===== src/rtl/xt_pkg.sv =====
package xt_pkg;

    typedef enum logic [1:0] {
        CAP_HOLD  = 2'd0,
        CAP_LFSR  = 2'd1,
        CAP_SHIFT = 2'd2,
        CAP_PINS  = 2'd3
    } cap_op_e;

    typedef struct packed {
        logic test_mode;
        logic couple_mode;
        logic sq_wave;
    } drive_ctl_t;

    // Feedback mask: bit j set means state bit j joins the XOR.
    function automatic logic [63:0] default_taps(input int w);
        logic [63:0] m;
        case (w)
            2:       m = 64'h3;
            3:       m = 64'h5;
            4:       m = 64'h9;
            5:       m = 64'h12;
            6:       m = 64'h21;
            7:       m = 64'h41;
            8:       m = 64'hB8;
            default: m = (64'd1 << (w - 1)) | 64'd1;
        endcase
        return m;
    endfunction

    function automatic cap_op_e decode_op(input logic en, input logic lfsr,
                                          input logic load);
        if (!en)       return CAP_HOLD;
        else if (lfsr) return CAP_LFSR;
        else if (load) return CAP_SHIFT;
        else           return CAP_PINS;
    endfunction

endpackage


===== src/rtl/xt_cap_stage.sv =====
module xt_cap_stage
    import xt_pkg::*;
#(
    parameter int              WIDTH = 8,
    parameter logic [WIDTH-1:0] TAPS = '1,
    parameter logic [WIDTH-1:0] SEED = '1
) (
    input  logic             clk,
    input  logic             rst,
    input  cap_op_e          op,
    input  logic [WIDTH-1:0] pins,
    input  logic             scan_in,
    output logic [WIDTH-1:0] cap_q
);

    logic [WIDTH-1:0] cap_d;
    logic             fb;

    assign fb = ^(cap_q & TAPS);

    always_comb begin
        case (op)
            CAP_LFSR:  cap_d = (cap_q == '0) ? SEED : {cap_q[WIDTH-2:0], fb};
            CAP_SHIFT: cap_d = {cap_q[WIDTH-2:0], scan_in};
            CAP_PINS:  cap_d = pins;
            default:   cap_d = cap_q;
        endcase
    end

    always_ff @(posedge clk) begin
        if (rst) cap_q <= SEED;
        else     cap_q <= cap_d;
    end

endmodule


===== src/rtl/xt_upd_stage.sv =====
module xt_upd_stage #(
    parameter int WIDTH = 8
) (
    input  logic             clk,
    input  logic             rst,
    input  logic             upd_en,
    input  logic [WIDTH-1:0] cap_q,
    output logic [WIDTH-1:0] upd_q
);

    always_ff @(posedge clk) begin
        if (rst)         upd_q <= '0;
        else if (upd_en) upd_q <= cap_q;
    end

endmodule


===== src/rtl/xt_drive_mux.sv =====
module xt_drive_mux
    import xt_pkg::*;
#(
    parameter int WIDTH = 8
) (
    input  drive_ctl_t       ctl,
    input  logic [WIDTH-1:0] pins,
    input  logic [WIDTH-1:0] cap_q,
    input  logic [WIDTH-1:0] upd_q,
    output logic [WIDTH-1:0] drive
);

    for (genvar i = 0; i < WIDTH; i++) begin : g_cell
        always_comb begin
            if (!ctl.test_mode)                   drive[i] = pins[i];
            else if (cap_q[i] && ctl.couple_mode) drive[i] = ctl.sq_wave;
            else                                  drive[i] = upd_q[i];
        end
    end

endmodule


===== src/rtl/xt_stim_chain.sv =====
module xt_stim_chain
    import xt_pkg::*;
#(
    parameter int               WIDTH    = 8,
    parameter logic [63:0]      TAP_MASK = default_taps(WIDTH),
    parameter logic [WIDTH-1:0] SEED     = '0
) (
    input  logic             clk,
    input  logic             rst,
    input  logic             cap_en,
    input  logic             upd_en,
    input  logic             lfsr_mode,
    input  logic             load_sel,
    input  logic             test_mode,
    input  logic             couple_mode,
    input  logic             sq_wave,
    input  logic [WIDTH-1:0] pins,
    input  logic             scan_in,
    output logic [WIDTH-1:0] drive,
    output logic             scan_out
);

    localparam logic [WIDTH-1:0] TAPS      = TAP_MASK[WIDTH-1:0];
    localparam logic [WIDTH-1:0] ONE       = {{(WIDTH-1){1'b0}}, 1'b1};
    localparam logic [WIDTH-1:0] SAFE_SEED = (SEED == '0) ? ONE : SEED;

    cap_op_e          op;
    drive_ctl_t       ctl;
    logic [WIDTH-1:0] cap_q;
    logic [WIDTH-1:0] upd_q;

    assign op  = decode_op(cap_en, lfsr_mode, load_sel);
    assign ctl = '{test_mode: test_mode, couple_mode: couple_mode, sq_wave: sq_wave};

    xt_cap_stage #(.WIDTH(WIDTH), .TAPS(TAPS), .SEED(SAFE_SEED)) cap_i (
        .clk     (clk),
        .rst     (rst),
        .op      (op),
        .pins    (pins),
        .scan_in (scan_in),
        .cap_q   (cap_q)
    );

    xt_upd_stage #(.WIDTH(WIDTH)) upd_i (
        .clk    (clk),
        .rst    (rst),
        .upd_en (upd_en),
        .cap_q  (cap_q),
        .upd_q  (upd_q)
    );

    xt_drive_mux #(.WIDTH(WIDTH)) mux_i (
        .ctl   (ctl),
        .pins  (pins),
        .cap_q (cap_q),
        .upd_q (upd_q),
        .drive (drive)
    );

    assign scan_out = cap_q[WIDTH-1];

endmodule


===== config.mk =====
export PLATFORM = sky130hd
export DESIGN_NAME = xt_stim_chain
export DESIGN_NICKNAME = d
export VERILOG_FILES = /design/src/rtl/xt_pkg.sv /design/src/rtl/xt_cap_stage.sv /design/src/rtl/xt_upd_stage.sv /design/src/rtl/xt_drive_mux.sv /design/src/rtl/xt_stim_chain.sv
export SDC_FILE = /design/constraint.sdc
export NUM_CORES = 1
export LEC_CHECK = 0
export ABC_AREA = 1
export ABC_CLOCK_PERIOD_IN_PS = 1390
export BUFFER_PORTS_ARGS = -buffer_cell sky130_fd_sc_hd__buf_2
export CORE_AREA = 2 2 48 50
export DETAILED_ROUTE_END_ITERATION = 10
export DIE_AREA = 0 0 50 52
export PLACE_DENSITY = 0.73
export SYNTH_ARGS = -nofsm -noshare
export SYNTH_HDL_FRONTEND = slang
export SYNTH_SLANG_ARGS = --single-unit

===== constraint.sdc =====
create_clock -name clk -period 1.39 [get_ports clk]
set_clock_uncertainty 0.1 [all_clocks]
set_input_delay 0.2085 -clock clk [delete_from_list [all_inputs] [get_ports clk]]
set_output_delay 0.2085 -clock clk [all_outputs]
set_load 0.01 [all_outputs]

==> results of run 1 <==
## registers in the layout (all words and copies together) (netlist names)
| name | cells |
|---|---|
| upd_i.upd_q | 8 |
| cap_i.cap_q | 8 |
## placed cells by master, fill, tap and decap left out, types with 2 or more instances in the layout
cell      count
dfxtp_1       8
o21ai_2       2
clkbuf_4      3
nor2_1       10
buf_2        26
buf_4         5
nand2_1      18
nand3_1       5
o22ai_1       8
o21ai_1       7
a21oi_1      26
dfxtp_2       7
o21ai_0      19
inv_1        28
## kinds of logic after synthesis
| kind of cell | after synthesis | share of synthesized area, % |
|---|---|---|
| fa+ha+maj | 1 | 1.29 |
| buf+inv | 34 | 15.0 |
| compound gates | 63 | 33.5 |
| flops | 16 | 33.0 |
| simple gates | 36 | 17.2 |
## layer usage
layer	routed length, um	global-route usage [%]	up-vias
met1	1190	27.5	518
met2	1240	34.4	48
met5	0	0	-
met3	151	3.74	5
li1	-	-	556
met4	38	8.33	0
## worst register-to-register path, cell delays in order (launching register included)
cell     delay [ps]
dfxtp_2         350
buf_4           110
inv_1            50
ha_1            280
inv_1            60
nand2_1          50
nand3_1          60
nand2_1          50
nand2_1          50
nand2_1          40
## power by group
| part | internal, W | leakage [nW] | switching [W] |
|---|---|---|---|
| sequential | 0.000494 | 0.135 | 0.0000230 |
| combinational | 0.000114 | 0.456 | 0.000171 |
| clock | 0.000160 | 0.0210 | 0.000159 |
| total | 0.000769 | 0.612 | 0.000353 |
## metrics by stage
stage                     utilization [%]  std cells  hold WS [ps]  setup TNS (ps)
final                                57.2        208          99.7           -7.94
after floorplan                         -        150           204               0
after global placement               52.3        199           405               0
after detailed placement             52.3        199           414               0
after CTS                            56.0        207           104               0
after global routing                 57.2        208           114            -400
## cell type report
cell class                      instances  area, um2
Inverter                               29        111
Clock buffer                            4       36.3
Multi-Input combinational cell        100        520
Sequential cell                        16        333
Fill cell                             218        902
Timing Repair Buffer                   31        168
Tap cell                               28       35.0
## what timing repair did
item                       in CTS  in global routing
gates resized for setup        10                  7
setup buffers                   4                  1
pin swaps                       0                  0
gates cloned                    0                  0
setup endpoints to repair       7                  9
## worst paths after layout
path                    endpoint  slack (ps)  cells past startpoint
hold reg to reg   cap_i.cap_q[5]         420                      2
hold / removal    cap_i.cap_q[0]         100                      3
setup reg to reg  cap_i.cap_q[0]          90                      9
setup / recovery        drive[4]          -7                      4
==> results.txt, run 1 <==
The data arrival at the endpoint of the critical path is between 1000 and 1500 ps. Setup repair after global routing could not meet its margin everywhere. The final HPWL from detailed placement is about 1800 um. The DRC violation count after routing is 0.

The number of buffers and inverters on the critical path is 1. The startpoint identified for the worst register-to-register timing path is cap_i.cap_q[5]. The floorplan step set the die width to ~50 um.

Summing all placed instances gives a cell area of between 1000 and 1500 um2. In the synthesized netlist the dominant register cell turns out to be dfxtp_1. Across the run, the number of max-cap violations was 0.

The I/O pin total is 27. The deepest level of the CTS H-tree is 1. The number of violations reported at the end of detailed-routing iteration 0 is 54.

The quantity of I/O buffers inserted on ports came out at 26. The flow ran to the end, but the final reports show violations. The area enclosed by the die boundary is approximately 2600 um2. The slowest stage cell on the critical path is dfxtp_2. The total count of max-transition violations in the final report came out at 0. The required time reported for the critical path endpoint is 1080 ps. The static leakage came out at 0.612 nW. Clock tree synthesis selected as its root buffer the cell clkbuf_4. Summing all non-filler instances in the final layout gives an area of 1200 um2. The total of hold buffers inserted after clock tree synthesis is 0. In this run the core area contains 17 standard-cell rows. The mapped cell area came out at 970 um2. At the placement stage, the worst setup path has a slack of 131 ps. The maximum number of pins on one net before global-route repair is 17. The sort of element at the end of the critical path is a primary output. The number of nets handed over by synthesis was between 150 and 200. The worst setup path is launched from a register.

A synthesized cell averages 6.46 um2. Of the synthesized area, sequential elements account for 33.0%. The total global-route track usage is 21.1%.

The delay of the slowest cell on the worst path came out at 360 ps. For this run, asynchronously set or reset flops after synthesis account for 0%. The vertical extent of the die came out at 52 um. Buffers inserted during clock tree synthesis total 3. Of the post-synthesis cell area, the dominant cell type holds between 30% and 40%. The most critical setup path has its startpoint at cap_i.cap_q[4].

The number of antenna diodes in the final layout is 0. The number of unique standard cell types used by synthesis came out at 17. The via count of the first global-routing pass came out at 969. The initial cell density of the core is 46.0%. For this design, the sink count on the clock tree is 16. The final setup violation count is 2. The initial antenna violation count is 0. The floorplan step defined a core boundary enclosing about 2100 um2. The worst vdd rail ir drop is 689 uV. After the last flow step, the layout net total stands at 200. From synthesis to final layout, the design area changed by 24.1%.

No sink is reached through more buffers than the 2 on the longest clock path. The detailed router placed between 1k and 1.5k vias in this run. The family with the most delay on the worst path is flip-flops.

The post-detailed-route via-to-cell ratio is 5.42. The part of the cycle the worst path needs came out at 100%. The power per cell area came out at 932 nW/um2. TritonCTS built the clock tree. The total grt overflow came out at 0. The detailed-routing iteration count for the pre-antenna-repair pass came out at 5.

The ratio of cells with drive above 1 in the final layout is 27.8%. The Yosys step of the flow raised 0 warnings. Walking the worst path, the cells encountered are nand2_1, o21ai_0, o22ai_1, buf_2. The remaining max-slew budget at the tightest pin is roughly 80%. Along the worst path, the maximum fanout reaches 4. The path class of the tightest hold or removal check is input port to register. The placer congestion estimate came out at 0.858. The minimum clock period is 1400 ps.

The final reports fail on setup timing. The top achievable clock speed came out at about 720 MHz. The slew of the pin with the lowest slew margin came out at 308 ps.

The count of flip-flops with a built-in enable after synthesis came out at 0. The count of nets left with antenna violations after detail routing came out at 0. The commonest cells after synthesis are inv_1 (28), a21oi_1 (27), o21ai_0 (23). The clock insertion delay at the later pin of the skew report came out at 300 ps. The final routed wire length divided by cell count came out at 12.6 um. In this run the most critical hold path is launched from rst.

The biggest area contributor in the post-synthesis netlist is dfxtp_1. The routed wire length is roughly 2600 um. The first-pass GRT wire length came out at 4200 um.

The setup path with the least slack is of type register to primary output. The completed layout was analyzed and its total power is roughly 0.0011 W. The final setup slack of the worst path came out at -6.62 ps. By instance count, the leading cell after synthesis is inv_1. Counting every instance in the synthesized netlist gives 150. The number of failing hold endpoints at the final stage is 0. By area the synthesized netlist is led by dfxtp_1 (33%), a21oi_1 (14%), o21ai_0 (12%). The synthesized flop and latch total came out at 16.

After clock tree synthesis, the clock-pin slew on the worst setup and hold paths is 100 ps.
Note: power is estimated with default switching activity, not from simulation.
==> run 2, diff against run 1 <==
--- a/config.mk
+++ b/config.mk
@@ -6,12 +6,13 @@
 export NUM_CORES = 1
 export LEC_CHECK = 0
 export ABC_AREA = 1
-export ABC_CLOCK_PERIOD_IN_PS = 1390
+export ABC_CLOCK_PERIOD_IN_PS = 1500
 export BUFFER_PORTS_ARGS = -buffer_cell sky130_fd_sc_hd__buf_2
 export CORE_AREA = 2 2 48 50
 export DETAILED_ROUTE_END_ITERATION = 10
 export DIE_AREA = 0 0 50 52
 export PLACE_DENSITY = 0.73
+export SLEW_MARGIN = 15
 export SYNTH_ARGS = -nofsm -noshare
 export SYNTH_HDL_FRONTEND = slang
 export SYNTH_SLANG_ARGS = --single-unit
==> constraint.sdc (replaced) <==
create_clock -name clk -period 1.5 [get_ports clk]
set_clock_uncertainty 0.1 [all_clocks]
set_input_delay 0.225 -clock clk [delete_from_list [all_inputs] [get_ports clk]]
set_output_delay 0.225 -clock clk [all_outputs]
set_load 0.01 [all_outputs]
==> run 2 against run 1 <==
Net effect: the flow now finishes without violations; worst hold slack gained 28 ps; core utilization fell by 3.3 points; flip-flop and latch count is the same; sequential share of layout area up 1.5 points; worst setup slack gained 77 ps; total power shrank 15%; register-to-register slack improved by 110 ps; combinational power decreased by 17%.
==> results.txt, run 2 (synthesis results as in run 1) <==
The flow ran to the end, and the final reports show no timing, DRC or antenna violations. For this run, the detailed router's first-pass iteration total came to 4. The worst vdd rail ir drop came out at 452 uV. Setup repair after global routing left no endpoint under its margin. The critical path starts at cap_i.cap_q[5]. The length in cells of the worst reg-to-reg path is 7.

Detailed placement finished with a half-perimeter wire length of between 1500 and 2000 um. The area taken by multi-input logic gates is 504 um2. The minimum clock period came out at ~1400 ps. The number of inserted filler cells in the final layout came out at roughly 210.

The congestion estimate from routability-driven global placement came to 0.827. The total count of max-transition violations in the final report is 0. The static leakage is 0.574 nW.

At the later pin of the worst-skew pair, clock insertion delay measures 290 ps. The number of failing hold endpoints at the final stage is 0. The setup slack at placement came out at 228 ps. The post-route standard cell area excluding fillers is 1130 um2. The logic depth of the worst path, buffers included came out at 4. The core region is 2110 um2.

The register-to-register setup slack came out at about 200 ps. The total grt overflow came out at 0. The routed layout has ~1.1k vias. The standard-cell row count came out at 17.

The part of the cycle the worst path needs is 95.3%. The data arrival at the endpoint of the critical path is 1100 ps. The final routed wire length divided by cell count is 12.3 um. In the final layout, the registers with the most flip-flops are cap_i.cap_q x8, upd_i.upd_q x8. STA classifies the critical path endpoint as a primary output. The most common cell after layout, fill and taps aside is inv_1. The combined flip-flop and latch cell area came out at around 330 um2. The critical path in this run is classified as register to primary output.

The slew of the pin with the lowest slew margin came out at 282 ps. Of the cells placed in the final design, the portion with a size suffix greater than 1 is 21.8%. The end of the worst register-to-register path is cap_i.cap_q[6]. CTS placed an instance of clkbuf_4 at the clock tree root. The layout net count came out at 195. The tightest min-delay check is of the input port to register type. The area enclosed by the die boundary came out at ~2600 um2. The buffering stage count on the worst path with inverters included came out at 1. For this run, the top clock speed supported by timing is 700 MHz. The startpoint of the lowest-slack register-to-register path is cap_i.cap_q[4]. The first-pass GRT wire length came out at 4170 um. The setup TNS came out at 0 ps. Across all setup checks in the final design, the least slack found is 70.6 ps. The die is roughly 50 um wide. In this run the worst setup path terminates at drive[5]. After the first detailed-routing iteration, the DRC count stood at 37.

The instance count along the most critical hold path is 3. The deepest level of the CTS H-tree came out at 1. Buffers inserted during clock tree synthesis total 3. The power per cell area is 840 nW/um2. The kind of cell with the highest combined delay along the critical path is flip-flops.

During I/O placement, the number of pins put on the boundary was 27. The highest net fanout along the worst path came out at 5. The number of post-CTS setup repair buffers is 0. The clock net in this run drives a total of 16 sinks. The number of cells in the finished layout apart from fillers came out at 202. The critical path goes through nand2_1, o21ai_0, o22ai_1, buf_2. The count of nets left with antenna violations after detail routing came out at 0.

The max-cap violation count came out at 0. The final setup violation count came out at 0. Compared with the post-synthesis result, the final layout area differs by 16.9%. The antenna diode instance count is 0. The required time reported for the critical path endpoint is 1170 ps. The total placed instance area is 1100 um2. The slowest stage cell on the critical path is dfxtp_2.

The vertical extent of the die is around 52 um. The via count of the first global-routing pass is ~1000. The total global-route track usage came out at 20.7%. The initial antenna violation count is 0. For this run, the slowest stage of the critical path takes 370 ps.

In this run, placement finished with an instance count of between 150 and 200. The initial utilization of the core area, before any placement, comes to 46.0%. The post-detailed-route via-to-cell ratio came out at 5.38. The quantity of I/O buffers inserted on ports is 26. Clock-pin slew was measured on the worst setup and hold paths at 90 ps. Entering global routing, the biggest net connects 17 pins. For this run, design rule violations remaining after detail routing come to 0. The routed wire length is around 2500 um.

Leaving out fill and tap cells, the most frequent cells in the layout are inv_1 (28), a21oi_1 (27), buf_2 (26). STA classifies the critical path startpoint as a register. The remaining max-slew budget at the tightest pin came out at 81.2%. TritonCTS built the clock tree.

The number of buffers between clock root and the deepest sink is 2.
[run 2: changes by cell type in the layout (fill, tap and decap cells not counted), moves of 2 or more]
| cell | previous run | this run |
|---|---|---|
| buf_4 | 5 | 0 |
| dfxtp_1 | 8 | 10 |
| o21ai_2 | 2 | 0 |
| dfxtp_2 | 7 | 5 |
[run 2: worst min path at each step]
stage | startpoint | to | slack, ps
finish | rst | cap_i.cap_q[0] | 130
CTS | rst | cap_i.cap_q[0] | 120
global route | rst | cap_i.cap_q[0] | 120
floorplan | rst | cap_i.cap_q[0] | 220
global placement | cap_i.cap_q[4] | cap_i.cap_q[5] | 410
detailed placement | cap_i.cap_q[4] | cap_i.cap_q[5] | 410
[run 2: where the power goes]
part	internal, W	switching, W	total [W]
combinational	0.0000922	0.000146	0.000238
clock	0.0000935	0.000139	0.000233
sequential	0.000457	0.0000245	0.000482
[run 2: repair_timing]
action	CTS	global route
resized for setup	0	10
hold buffers	0	0
setup endpoints to repair	0	6
[run 2: cell type report]
class	instances	area share (%)
multi-input cells	100	44.5
flip-flops and latches	16	29.1
repair buffers	26	11.5
inverters	29	9.82
well taps	28	3.09
clock buffers	3	1.99
[run 2: through the flow]
step | util [%] | power (W) | hold WS (ps)
after CTS | 53.4 | 0.000950 | 124
after floorplan | - | 0.000643 | 220
after global routing | 53.8 | 0.00101 | 119
final | 53.8 | 0.000952 | 127
after global placement | 52.3 | 0.000717 | 406
after detailed placement | 52.3 | 0.000723 | 411
[run 2: metal layers]
| layer | GRT usage (%) | vias to the layer above | routed length, um |
|---|---|---|---|
| met3 | 3.16 | 7 | 173 |
| met5 | 0 | - | 0 |
| met1 | 27.0 | 482 | 1160 |
| met2 | 32.9 | 51 | 1100 |
| met4 | 11.1 | 0 | 46 |
| li1 | - | 547 | - |
[run 2: tightest hold or removal path: stages]
cell	delay, ps
buf_2	160
a21oi_1	50
nand2_1	50
